**src/rtl/stnFilterPkg.sv**
```systemverilog
package stnFilterPkg;
  typedef enum logic [1:0] {StIdle = 2'd0, StPass = 2'd1, StDrop = 2'd2} stateT;

  typedef struct packed {
    logic push;
    logic first;
    logic abort;
  } strobeT;
endpackage

```
**src/rtl/stnCtrl.sv**
```systemverilog
module stnCtrl
  import stnFilterPkg::*;
(
  input  logic       clk,
  input  logic       rstN,
  input  logic [1:0] modeSel,
  input  logic       frmValid,
  input  logic       frmErr,
  input  logic       msgEnd,
  input  logic       addrMatch,
  output strobeT     strb,
  output logic       rxAbort
);
  stateT state, stateNext;
  logic  accept;

  always_comb begin
    accept    = (modeSel == 2'b00) || addrMatch;
    strb      = '0;
    stateNext = state;
    if (frmValid) begin
      unique case (state)
        StIdle: begin
          strb.push  = accept || frmErr;
          strb.first = 1'b1;
          strb.abort = !accept && !frmErr;
          stateNext  = accept ? StPass : StDrop;
        end
        StPass: strb.push = 1'b1;
        default: ;
      endcase
    end
    if (msgEnd) stateNext = StIdle;
  end

  always_ff @(posedge clk or negedge rstN) begin
    if (!rstN) begin
      state   <= StIdle;
      rxAbort <= 1'b0;
    end else begin
      state   <= stateNext;
      rxAbort <= strb.abort;
    end
  end
endmodule

```
**src/rtl/stnPath.sv**
```systemverilog
module stnPath
  import stnFilterPkg::*;
#(
  parameter int DATA_W  = 16,
  parameter int STN_W   = 3,
  parameter int NADDR_W = 8,
  parameter int DEPTH   = 8,
  parameter int CMD_BIT = 14
) (
  input  logic               clk,
  input  logic               rstN,
  input  logic [1:0]         modeSel,
  input  logic [NADDR_W-1:0] netAddr,
  input  logic [DATA_W-1:0]  frmWord,
  input  logic [STN_W-1:0]   frmStation,
  input  logic               frmErr,
  input  strobeT             strb,
  input  logic               popReq,
  output logic               addrMatch,
  output logic               dataAvail,
  output logic [DATA_W-1:0]  headWord,
  output logic [STN_W-1:0]   headStation,
  output logic               headErr,
  output logic               headDelim,
  output logic               headSingle,
  output logic               overrun
);
  localparam int PTR_W = (DEPTH > 1) ? $clog2(DEPTH) : 1;
  localparam int CNT_W = $clog2(DEPTH + 1);
  localparam logic [STN_W-1:0] DELIM_STN = '1;

  typedef struct packed {
    logic              first;
    logic              err;
    logic [STN_W-1:0]  stn;
    logic [DATA_W-1:0] word;
  } entryT;

  entryT             mem [DEPTH];
  logic [PTR_W-1:0]  wrPtr, rdPtr;
  logic [CNT_W-1:0]  count;
  logic              doPush, doPop, full;
  entryT             head;

  always_comb begin
    unique case (modeSel)
      2'b00:   addrMatch = 1'b0;
      2'b01:   addrMatch = (frmStation == netAddr[STN_W-1:0]);
      default: addrMatch = (frmWord[NADDR_W-1:0] == netAddr);
    endcase
  end

  assign full   = (count == CNT_W'(DEPTH));
  assign doPop  = popReq && (count != '0);
  assign doPush = strb.push && (!full || doPop);

  function automatic logic [PTR_W-1:0] bump(input logic [PTR_W-1:0] p);
    return (p == PTR_W'(DEPTH - 1)) ? '0 : p + 1'b1;
  endfunction

  always_ff @(posedge clk) begin
    if (doPush) mem[wrPtr] <= '{first: strb.first, err: frmErr, stn: frmStation, word: frmWord};
  end

  always_ff @(posedge clk or negedge rstN) begin
    if (!rstN) begin
      wrPtr   <= '0;
      rdPtr   <= '0;
      count   <= '0;
      overrun <= 1'b0;
    end else begin
      if (doPush) wrPtr <= bump(wrPtr);
      if (doPop)  rdPtr <= bump(rdPtr);
      count <= count + CNT_W'(doPush) - CNT_W'(doPop);
      if (strb.push && !doPush) overrun <= 1'b1;
    end
  end

  assign head        = mem[rdPtr];
  assign dataAvail   = (count != '0);
  assign headWord    = head.word;
  assign headStation = head.stn;
  assign headErr     = head.err;
  assign headDelim   = dataAvail && (head.stn == DELIM_STN);
  assign headSingle  = dataAvail && head.first && !head.word[CMD_BIT];
endmodule

```
**src/rtl/stnFilterGate.sv**
```systemverilog
module stnFilterGate
  import stnFilterPkg::*;
#(
  parameter int DATA_W  = 16,
  parameter int STN_W   = 3,
  parameter int NADDR_W = 8,
  parameter int DEPTH   = 8,
  parameter int CMD_BIT = 14
) (
  input  logic               clk,
  input  logic               rstN,
  input  logic [1:0]         modeSel,
  input  logic [NADDR_W-1:0] netAddr,
  input  logic               frmValid,
  input  logic [DATA_W-1:0]  frmWord,
  input  logic [STN_W-1:0]   frmStation,
  input  logic               frmErr,
  input  logic               msgEnd,
  input  logic               popReq,
  output logic               dataAvail,
  output logic [DATA_W-1:0]  headWord,
  output logic [STN_W-1:0]   headStation,
  output logic               headErr,
  output logic               headDelim,
  output logic               headSingle,
  output logic               rxAbort,
  output logic               overrun
);
  strobeT strb;
  logic   addrMatch;

  stnCtrl ctrl_i (
    .clk(clk), .rstN(rstN), .modeSel(modeSel), .frmValid(frmValid),
    .frmErr(frmErr), .msgEnd(msgEnd), .addrMatch(addrMatch),
    .strb(strb), .rxAbort(rxAbort)
  );

  stnPath #(
    .DATA_W(DATA_W), .STN_W(STN_W), .NADDR_W(NADDR_W),
    .DEPTH(DEPTH), .CMD_BIT(CMD_BIT)
  ) path_i (
    .clk(clk), .rstN(rstN), .modeSel(modeSel), .netAddr(netAddr),
    .frmWord(frmWord), .frmStation(frmStation), .frmErr(frmErr),
    .strb(strb), .popReq(popReq), .addrMatch(addrMatch),
    .dataAvail(dataAvail), .headWord(headWord), .headStation(headStation),
    .headErr(headErr), .headDelim(headDelim), .headSingle(headSingle),
    .overrun(overrun)
  );
endmodule

```
**config.mk**
```make
export PLATFORM = sky130hd
export DESIGN_NAME = stnFilterGate
export DESIGN_NICKNAME = d
export VERILOG_FILES = /design/src/rtl/stnFilterPkg.sv /design/src/rtl/stnCtrl.sv /design/src/rtl/stnPath.sv /design/src/rtl/stnFilterGate.sv
export SDC_FILE = /design/constraint.sdc
export NUM_CORES = 1
export LEC_CHECK = 0
export CORE_ASPECT_RATIO = 0.75
export CORE_UTILIZATION = 50
export CTS_BUF_LIST = sky130_fd_sc_hd__clkbuf_8
export CTS_CLUSTER_DIAMETER = 100
export DETAILED_ROUTE_END_ITERATION = 16
export GPL_ROUTABILITY_DRIVEN = 0
export PLACE_DENSITY = 0.8
export SYNTH_ARGS = -nofsm -noshare
export SYNTH_HDL_FRONTEND = slang
export SYNTH_HIERARCHICAL = 1
export SYNTH_SLANG_ARGS = --single-unit
```
**constraint.sdc**
```tcl
create_clock -name clk -period 4.2 [get_ports clk]
set_input_delay 0.42 -clock clk [delete_from_list [all_inputs] [get_ports clk]]
set_output_delay 0.42 -clock clk [all_outputs]
set_load 0.02 [all_outputs]
```
==> results by group <==
Power
  • VDD IR max: 412 µV
  • PD cells: 625 nW/µm²
  • Leakage: 2.92 nW

Placement
  • Dpl hpwl: 8790 µm
  • Pre-CTS setup slack: 197 ps
  • Port bufs: 59

Cells and area
  • Area growth syn-to-layout: 17.8%
  • Filler cell count: 986
  • Antenna Cells: 0
  • Most frequent cells in the layout: edfxtp_1, clkdlybuf4s50_1, mux4_2
  • Commonest non-fill, non-tap cell in the layout: edfxtp_1
  • Fin nets: 482
  • Sequential cell area: 5400 µm²
  • Layout cells sized above 1: 28.2%
  • Multi-input logic area: 1860 µm²

Clock tree
  • Clock Tree Buf Depth: 2
  • Skew-Pair Late Insertion Delay: 440 ps
  • H-tree level count: 4
  • Root buf cell: clkbuf_8
  • CTS clk-pin slew, worst paths: 100 ps
  • CTS tree: done
  • CTS sink count: 182
  • TritonCTS Buffers: 17
  • # resized after CTS: 0
  • Hold Buf Count CTS: 0
  • Setup Fix Bufs, Post-CTS: 0

Synthesis
  • Most used DFF post-synth: edfxtp_1
  • Synth area leader: edfxtp_1
  • Synth area leaders: edfxtp_1, mux4_2, dfrtp_1
  • Async set or reset register ratio after synthesis: 7.69%
  • Syn_nets: 399
  • Seq/Total Area, Yosys: 73.4%
  • Synthesized area: 7350 µm²
  • Mean Syn Cell Area: 20.8 µm²
  • Cell count after synthesis: 354
  • Post-synth top area share: 68.6%
  • Number of flops mapped to enable cells by yosys: 168
  • Synth warn: 6
  • Synth unique cells: 38
  • Number of synthesized register bits: 182

Die
  • Core footprint: 14000 µm²
  • Chip width: 142 µm
  • Height of the die: 107 µm
  • Die Footprint: 15200 µm²
  • Ports: 60
  • Starting Density: 52.4%
  • Rows: 37

Worst setup path
  • Crit path to: headSingle
  • Flop2flop setup slack: 1600 ps
  • Crit path capture type: output pin
  • Kind of critical path: reg -> out
  • Crit Path Max Fanout: 15
  • Reg-to-Reg Start: path_i/count[2]
  • Crit Reg-Reg Endpoint: path_i/count[1]
  • Critical Path Start: path_i/rdPtr[1]
  • R2R cell count: 9
  • Worst Path Required: 3780 ps
  • Critical path launch point type: flop
  • Critical Path AT: 3070 ps

Detailed routing
  • Top Layer Used: met4
  • Initial drt markers: 235
  • Vias per cell: 5.54
  • Avg WL per Cell: 21.3 µm
  • DRC: 0
  • Vias: 3571
  • Met1 WL: 5890 µm
  • Antenna-violating nets left: 0
  • Routed wl met3: 999 µm
  • Metal2 WL: 6710 µm
  • DR pass1 iterations: 4
  • Routed WL: 13700 µm

Hold path
  • Hold WC Path Type: in -> async

Global routing
  • Initial antenna violation count: 0
  • First-pass GRT wire length: 21100 µm
  • GR Util All Layers: 19.9%
  • Largest net degree at the start of global routing: 29
  • Vias in the first global route: 3643
  • GR Overflow Total: 0

STA
  • Final worst slack: 709 ps
  • Final setup viols: 0
  • Setup TNS: 0 ps
  • Clock Skew: 14.2 ps
  • Slew Viols, Final: 0
  • Fmax: 286 MHz
  • Slew HR: 48.9%
  • RSZ-0062 raised after global routing: false
  • Slew @ Worst Pin: 767 ps
  • Final Cycle Share: 83.1%
  • Final hold violation count: 0
  • Post-route minimum period: 3490 ps

Flow run
  • Max-Cap Viols: 0

Run status
  • Outcome: completed
==> flip-flops by register name, indices dropped and copies added, names as in the netlist <==
name	count
path_i/wrPtr	3
path_i/mem	168
ctrl_i/rxAbort	1
path_i/count	4
ctrl_i/state	2
path_i/overrun	1
path_i/rdPtr	3
==> cell families (layout without fill, tap and decap cells) <==
family | count (synthesis) | count (layout) | share of synthesized area, %
compound gates | 11 | 11 | 1.33
xor+xnor | 13 | 13 | 1.55
fa+ha+maj | 10 | 10 | 1.80
buf+inv | 25 | 121 | 1.82
flops | 182 | 182 | 73.4
mux | 76 | 76 | 17.2
simple gates | 37 | 37 | 2.94
==> worst max-delay path: stages (launching register included) <==
cell and delay [ps]:
dfrtp_1 850, mux4_2 600, mux2_2 310, nor3_1 240
clkdlybuf4s50_1 640
==> how the worst min path moves through the flow <==
stage | end | cells past startpoint | slack (ps) | startpoint
2_1_floorplan | ctrl_i/rxAbort | 0 | 120 | rstN
3_3_place_gp | path_i/overrun | 1 | 490 | path_i/overrun
3_5_place_dp | path_i/overrun | 1 | 500 | path_i/overrun
4_1_cts | path_i/count[3] | 1 | 370 | rstN
5_1_grt | ctrl_i/rxAbort | 1 | 400 | rstN
6_report | path_i/count[3] | 1 | 380 | rstN
==> synth_stat cells, types with 2 or more instances <==
cell type and n:
nor2_1 10, a41o_1 2, mux4_2 38, or3b_2 2, xnor2_1 2, buf_2 10, mux2i_1 15, nand2b_1 5
edfxtp_1 168, nor2b_1 3, nor3_1 6, inv_1 11, dfrtp_1 14, nand2_1 2, xor2_1 11, mux2_2 23
nor4_1 3, ha_1 9
==> per-stage QoR <==
step / hold WS (ps) / cells / util (%) / power [mW] / area [µm²]
global placement: 494 / 613 / 59.1 / 4.30 / 8290
finish: 384 / 645 / 61.8 / 5.42 / 8670
floorplan: 124 / 354 / - / 3.66 / 7350
CTS: 375 / 645 / 61.8 / 5.47 / 8670
global route: 402 / 645 / 61.8 / 5.68 / 8670
detailed placement: 501 / 613 / 59.1 / 4.36 / 8290
==> layout make-up <==
type	instances	area share, %
tap	195	2.82
inverter	11	0.476
timing repair buffer	78	8.61
sequential	182	62.3
clock inverter	15	1.67
clock buffer	17	2.70
multi-input combinational	147	21.5
==> power breakdown <==
| part | switching [mW] | leakage, nW | internal, mW |
|---|---|---|---|
| combinational | 0.890 | 1.05 | 1.04 |
| sequential | 0.204 | 1.69 | 2.16 |
| clock | 0.634 | 0.191 | 0.486 |
| total | 1.73 | 2.92 | 3.69 |
==> per-layer routing <==
metal / vias to the layer above / global-route usage [%]
li1: 1594 / -
met1: 1849 / 27.3
met2: 120 / 31.4
met3: 8 / 5.54
met4: 0 / 5.53
met5: - / 0
(Power assumes the default switching activity.)
